## config.mk

```make
export PLATFORM = sky130hd
export DESIGN_NAME = pwm_buffered_chan
export DESIGN_NICKNAME = d
export VERILOG_FILES = /design/src/rtl/pwm_buffered_chan.sv
export SDC_FILE = /design/constraint.sdc
export NUM_CORES = 1
export LEC_CHECK = 0
export ABC_AREA = 1
export BUFFER_PORTS_ARGS = -buffer_cell sky130_fd_sc_hd__buf_2
export CORE_AREA = 2 2 130 132
export CTS_CLUSTER_SIZE = 25
export DETAILED_ROUTE_END_ITERATION = 8
export DIE_AREA = 0 0 132 134
export MAX_ROUTING_LAYER = met4
export PLACE_DENSITY = 0.77
export SYNTH_ARGS = -nofsm -noshare
export SYNTH_HDL_FRONTEND = slang
export SYNTH_SLANG_ARGS = --single-unit
```

## constraint.sdc

```tcl
create_clock -name clk -period 2.3 [get_ports clk]
set_clock_uncertainty 0.2 [all_clocks]
set_input_delay 0.115 -clock clk [delete_from_list [all_inputs] [get_ports clk]]
set_output_delay 0.115 -clock clk [all_outputs]
set_load 0.02 [all_outputs]
```

## src/rtl/pwm_buffered_chan.sv

```systemverilog
module pwm_buffered_chan #(
  parameter int CNT_W   = 24,
  parameter int DIV_W   = 8,
  parameter int PER_RST = 2
) (
  input  logic             clk,
  input  logic             rst_n,
  input  logic             run_en,
  input  logic             pol,
  input  logic [DIV_W-1:0] div_sel,
  input  logic             duty_wr,
  input  logic [CNT_W-1:0] duty_val,
  input  logic             per_wr,
  input  logic [CNT_W-1:0] per_val,
  input  logic             cnt_ld,
  input  logic [CNT_W-1:0] cnt_ld_val,
  output logic [CNT_W-1:0] cnt_out,
  output logic             pwm_out
);

  localparam logic [CNT_W-1:0] CNT_ONE  = {{(CNT_W-1){1'b0}}, 1'b1};
  localparam logic [CNT_W-1:0] CNT_ZERO = '0;
  localparam logic [CNT_W-1:0] CNT_MAX  = {CNT_W{1'b1}};
  localparam logic [CNT_W-1:0] PER_INIT = CNT_W'(PER_RST);

  logic [DIV_W-1:0] pre_q;
  logic [CNT_W-1:0] cnt_q, a_buf, b_buf, a_act, b_act;
  logic             evt_vld, evt_lvl, pwm_q;

  wire tick   = run_en && (pre_q >= div_sel);
  wire hit_a  = (cnt_q == a_act) && (a_act != CNT_ZERO);
  wire hit_b  = (cnt_q == b_act);
  wire at_max = (cnt_q == CNT_MAX);
  wire commit = !run_en || (tick && hit_b);

  assign cnt_out = cnt_q;
  assign pwm_out = pwm_q;

  always_ff @(posedge clk or negedge rst_n)
    if (!rst_n)                pre_q <= '0;
    else if (!run_en || tick)  pre_q <= '0;
    else                       pre_q <= pre_q + 1'b1;

  always_ff @(posedge clk or negedge rst_n)
    if (!rst_n) begin
      a_buf <= CNT_ZERO;
      b_buf <= PER_INIT;
    end else begin
      if (duty_wr) a_buf <= duty_val;
      if (per_wr)  b_buf <= per_val;
    end

  always_ff @(posedge clk or negedge rst_n)
    if (!rst_n) begin
      a_act <= CNT_ZERO;
      b_act <= PER_INIT;
    end else if (commit) begin
      a_act <= a_buf;
      b_act <= b_buf;
    end

  always_ff @(posedge clk or negedge rst_n)
    if (!rst_n)                 cnt_q <= CNT_ONE;
    else if (!run_en) begin
      if (cnt_ld)               cnt_q <= cnt_ld_val;
    end else if (tick)          cnt_q <= (hit_b || at_max) ? CNT_ONE : cnt_q + CNT_ONE;

  always_ff @(posedge clk or negedge rst_n)
    if (!rst_n) begin
      evt_vld <= 1'b0;
      evt_lvl <= 1'b0;
    end else if (tick && hit_b) begin
      evt_vld <= 1'b1;
      evt_lvl <= (a_buf == CNT_ZERO) ? pol : !pol;
    end else if (tick && hit_a) begin
      evt_vld <= 1'b1;
      evt_lvl <= pol;
    end else begin
      evt_vld <= 1'b0;
    end

  always_ff @(posedge clk or negedge rst_n)
    if (!rst_n)        pwm_q <= 1'b0;
    else if (!run_en)  pwm_q <= pol;
    else if (evt_vld)  pwm_q <= evt_lvl;

  assert_reload_R1: assert property (@(posedge clk) disable iff (!rst_n)
    (run_en && tick && hit_b) |=> (cnt_q == CNT_ONE));

  assert_hold_between_ticks_R2: assert property (@(posedge clk) disable iff (!rst_n)
    (run_en && !tick) |=> $stable(cnt_q));

  assert_edge_from_event_R4: assert property (@(posedge clk) disable iff (!rst_n)
    (run_en && $past(run_en) && !$stable(pwm_q)) |-> $past(evt_vld));

  assert_disabled_follows_pol_R7: assert property (@(posedge clk) disable iff (!rst_n)
    !run_en |=> (pwm_q == $past(pol)));

  assert_wrap_to_one_R8: assert property (@(posedge clk) disable iff (!rst_n)
    (tick && at_max) |=> (cnt_q == CNT_ONE));

  assert_buffer_only_at_boundary_R6: assert property (@(posedge clk) disable iff (!rst_n)
    (run_en && $past(run_en) && !$stable(b_act)) |-> $past(tick && hit_b));

endmodule

```

Word level (Yosys, flattened, before mapping). Index checks and enable logic that the tools add are counted.

Register bits: 131. Input bits: 87. Output and inout port bits: 25. Logic and storage cells: 43.

Add/subtract/negate cells: 2. Order comparisons: 1. Equal/unequal tests: 5. Muxes and demuxes: 12. Reductions and logical operators: 14.

Operators with widths (number): 24-bit 2-to-1 mux (4); 24-bit == test (2); 24-bit by 1-bit adder with 24-bit output (second input constant) (1); 24-bit == test (second input constant) (1); 24-bit zero test (1); 24-bit nonzero test (1); 8-bit by 1-bit adder with 8-bit output (second input constant) (1); 8-bit greater-or-equal comparator (1); 8-bit 2-to-1 mux (1); 1-bit 2-to-1 mux (7); 1-bit logical AND (4); 2-bit by 1-bit inequality test with 1-bit output (second input constant) (2); 2-bit nonzero test (2); 1-bit logical OR (3); 1-bit zero test (2); 2-bit AND reduction (1).

Depth between registers and ports, before layout.
Word-level depth: 5. Gate-level depth with buffers: 14. Depth with buffers taken out: 13.

Worst setup path before layout. No wires, ideal clock.

Path kind: reg-to-reg. From: register cnt_q[1] (netlist: cnt_out[1]). To: register cnt_q[15] (netlist: cnt_out[15]). Arrival: 1834 ps. Required time: 1976 ps. Setup slack: 143 ps. Cell stages (with the launch flop): 12. Path buffers: 1. Period minus slack after synthesis: 2157 ps. Path through: dfrtp_1 -> ha_1 -> nand2_1 -> nor2_1 -> nand2_1 -> nor2_2 -> nand2_1 -> nor2_1 -> nand2_1 -> buf_2 -> nand4_1 -> a21oi_1.

Longest elaborated chain between the ends: 5. Elaborated cells between the ends (all ways): 7. Those cells by class: add/sub (1); eq/ne (2); mux (3); reduce/logical (1).

RTL lines: from (decl) (RTL line 27) `logic [CNT_W-1:0] cnt_q, a_buf, b_buf, a_act, b_act;`; from (signal assigned) (RTL line 65) `if (cnt_ld) cnt_q <= cnt_ld_val;`; from (signal assigned) (RTL line 66) `end else if (tick) cnt_q <= (hit_b || at_max) ? CNT_ONE : cnt_q + CNT_ONE;`; branches (longest 2 deep; another with 24-bit by 1-bit adder with 24-bit output); 24-bit 2-to-1 mux * (2 in a row) (RTL line 66); 24-bit 2-to-1 mux * (RTL line 64) `else if (!run_en) begin`.

Mark *: on every way between the ends. The select of a mux whose other input is x is not followed. A chain may end at the register's enable or synchronous reset.

Worst setup path in the final report.
From: register cnt_q[0] (netlist: cnt_out[0]). To: register a_act[20].

Longest elaborated chain between the ends: 3.

RTL lines: 24-bit == test (RTL line 32) `wire hit_b = (cnt_q == b_act);`; 1-bit logical AND (RTL line 34) `wire commit = !run_en || (tick && hit_b);`; 1-bit logical OR (RTL line 34); to (signal assigned) (RTL line 58) `a_act <= a_buf;`; to (decl) (RTL line 27).

No other way between the ends.

==> metrics.cfg <==
[routing]
detailroute.via_count = 7180
detailedRoute.firstPassIterationCount = 5
postRouteAntennaNets = 0
remaining_drc_errors = 0
drtIter0Drc = 653
wire_per_inst_um = 15.0
total_detailed_routing_wirelength_mm = 21.6
route.detailed.vias_per_inst = 5.00

[clock_tree]
clk_pin_slew_ns = 0.06
cts.path.max_buffers = 2
numCtsBuffers = 17
cts_root_buf = sky130_fd_sc_hd__clkbuf_16
tritoncts = built
cts-htree-levels = 4
insertion_delay_of_the_later_clocked_pin_in_the_worst_skew_pair_ns = 0.44
cts_sinks = 131

[worst_setup_path]
timing.critical_path.required_ns = 2.44
ordered_list_of_cells_on_the_worst_path = buf_4 > inv_1 > nand2_1 > nand2_1 > nor2_1 > nand2_1 > nor2_2 > nand3_4 > nand2_1 > nand2_4 > buf_12 > clkbuf_16 > o21ai_0
critPathSlowestCell = sky130_fd_sc_hd__dfstp_2
worstSetupStartpointType = flip-flop
setup.reg_to_reg.worst_slack_ns = 0.07
worst_path_buf_inv = 4
critPathArrivalTime_ns = 2.37
timing.critical_path.fanout_max = 11
critical-path-top-delay-family = simple AND/OR/NAND/NOR gates
cp.depth = 13
worst-setup-path-type = flip-flop to flip-flop
timing.critical_path.slowest_cell_delay_ns = 0.56
worst-r2r-cell-count = 13
timing.critical_path.to_type = flip-flop
critPathMostFrequentCell = sky130_fd_sc_hd__nand2_1

[global_route]
grt_first_pass_wirelength_mm = 32.9
grt_overflow_total = 0
grt_util_all_layers = 0.245
grt_pass1_vias = 6641
grt_antenna_before_repair = 0
grt_start_max_net_pins = 65

[timing]
finalSetupViolations = 0
finalMaxSlewViolations = 0
tns_ns = 0
clock.fmax_mhz = 449
post-route-period-util = 0.968
finalHoldWorstSlack_ns = 0.0229
tightestPinTransition_ns = 0.644
slew_headroom = 0.571
timing.final.hold_violations = 0
final.min_clock_period_ns = 2.23

[synth]
synth_top_area_share = 0.443
synthesis.area_per_instance_um2 = 7.27
synth_top_cells_by_area = sky130_fd_sc_hd__dfrtp_1, sky130_fd_sc_hd__nand2_1, sky130_fd_sc_hd__inv_1
syn-num-nets = 1091
yosysWarningCount = 0
sequential_fraction_of_the_synthesis_area = 0.454
yosysUniqueCellTypes = 28
synth_largest_area_cell = sky130_fd_sc_hd__dfrtp_1
syn_area_um2 = 7220
postSynthCellCount = 994
synthesized_flop_and_latch_total = 131

[power]
power.static_leakage_nw = 5.00
p_per_area_nw_per_um2 = 753
vdd_drop_max_uv = 616

[placed_design]
gp_congestion = 0.990
detailed_place.area_um2 = 8140
dp.cells = 1315
portBuffers = 111
dp.final_hpwl_mm = 14.5

[floorplan]
initial_utilization = 0.444
core_area_um2 = 16300
dieHeight_um = 134
core.rowCount = 47
dieWidth_um = 132
num_io_pins = 112
die_area_um2 = 17700

[final_layout]
layout.cells.most_common = sky130_fd_sc_hd__nand2_1
areaGrowthSynthToFinish_pct = 35.6
layout.cells.most_common_list = sky130_fd_sc_hd__nand2_1, sky130_fd_sc_hd__inv_1, sky130_fd_sc_hd__nor2_1, sky130_fd_sc_hd__dfrtp_1, sky130_fd_sc_hd__buf_2
post_layout_nonfiller_instances = 1437
layout.nets = 1302
insertedDiodeCount = 0
fillCellCount = 1411
final_design_area_no_fill_um2 = 9790
drive_gt1_frac = 0.188

[outcome]
outcome = finished, final reports clean

[min_path]
holdCritPathClass = input port to flip-flop
hold_depth = 3

[run]
drv.max_cap_violation_count = 0

## worst register-to-register path, stage by stage, from the launching register on
cell                        delay, ns
sky130_fd_sc_hd__dfstp_2         0.56
sky130_fd_sc_hd__buf_4           0.12
sky130_fd_sc_hd__inv_1           0.05
sky130_fd_sc_hd__nand2_1         0.05
sky130_fd_sc_hd__nand2_1         0.05
sky130_fd_sc_hd__nor2_1          0.09
sky130_fd_sc_hd__nand2_1         0.08
sky130_fd_sc_hd__nor2_2          0.13
sky130_fd_sc_hd__nand3_4         0.08
sky130_fd_sc_hd__nand2_1         0.11
sky130_fd_sc_hd__nand2_4         0.09
sky130_fd_sc_hd__buf_12          0.17
sky130_fd_sc_hd__clkbuf_16       0.17
sky130_fd_sc_hd__o21ai_0         0.19
## cells in the mapped netlist (all sizes together)
cell type  count
xor2          17
nor3b          2
dfrtp        128
clkbuf        19
o21a           1
nor3           4
inv          140
dfstp          3
xnor2         20
o21ai        119
nor2         134
nand2        282
a21oi         28
buf           31
and3           1
or2            1
ha            10
nand3         24
nand4         30
## path summary, 6_finish.rpt
path | end | start
setup / recovery | a_act[20]$_DFFE_PN0P_ | cnt_out[0]$_DFFE_PN1P_
max in group asynchronous | b_act[1]$_DFFE_PN1P_ | rst_n
hold / removal | a_buf[11]$_DFFE_PN0P_ | duty_wr
min in group asynchronous | a_buf[14]$_DFFE_PN0P_ | rst_n
setup reg to reg | a_act[20]$_DFFE_PN0P_ | cnt_out[0]$_DFFE_PN1P_
hold reg to reg | evt_lvl$_DFFE_PN0P_ | evt_lvl$_DFFE_PN0P_
## through the flow
stage | util | power, mW | setup WS, ns
5_1_grt | 0.601 | 7.75 | -0.0132
6_report | 0.601 | 7.38 | 0.0740
2_1_floorplan | - | 3.99 | 0.143
4_1_cts | 0.582 | 7.28 | 0.0304
3_3_place_gp | 0.500 | 4.58 | 0.0501
3_5_place_dp | 0.500 | 4.62 | 0.0383
## report_power, final
| part | switching (mW) | total (mW) | internal, mW |
|---|---|---|---|
| combinational | 1.08 | 1.89 | 0.808 |
| sequential | 0.335 | 2.94 | 2.60 |
| clock | 1.04 | 2.55 | 1.51 |
| total | 2.46 | 7.38 | 4.92 |
## state kept, by name, indices dropped and copies added, names as in the netlist
signal / count
pre_q: 8
b_buf: 24
a_buf: 24
a_act: 24
pwm_out: 1
b_act: 24
evt_vld: 1
evt_lvl: 1
cnt_out: 24
## cells by family after synthesis
family                   Yosys count  synth area share
buffers and inverters            190             0.111
AO/OA/AOI/OAI                    148             0.103
adder cells (fa/ha/maj)           10            0.0173
flip-flops                       131             0.454
XOR/XNOR                          37            0.0449
AND/OR/NAND/NOR                  478             0.269
## final cells by class
type | instances | area (µm²) | share of cell area
Timing Repair Buffer | 242 | 1950 | 0.199
Inverter | 140 | 526 | 0.0537
Clock buffer | 20 | 447 | 0.0456
Sequential cell | 131 | 3290 | 0.335
Multi-Input combinational cell | 673 | 3210 | 0.328
Clock inverter | 11 | 105 | 0.0107
Tap cell | 220 | 275 | 0.0281
## metal layers
layer	vias up	part of all wire	wire length, µm	track usage
li1	3509	-	-	-
met1	3349	0.44	9460	0.324
met2	275	0.46	9980	0.373
met3	47	0.070	1520	0.0461
met4	0	0.028	598	0.0996
met5	-	0	0	-
## repair_timing
| action | in CTS | in global routing |
|---|---|---|
| hold endpoints to repair | 202 | 0 |
| gates resized for setup | 1 | 25 |
| setup endpoints to repair | 1 | 71 |
| pin swaps | 0 | 4 |
| hold buffers | 77 | 0 |
| gates cloned | 0 | 7 |
| setup buffers | 0 | 7 |
Power figures use the tool's default switching activity.
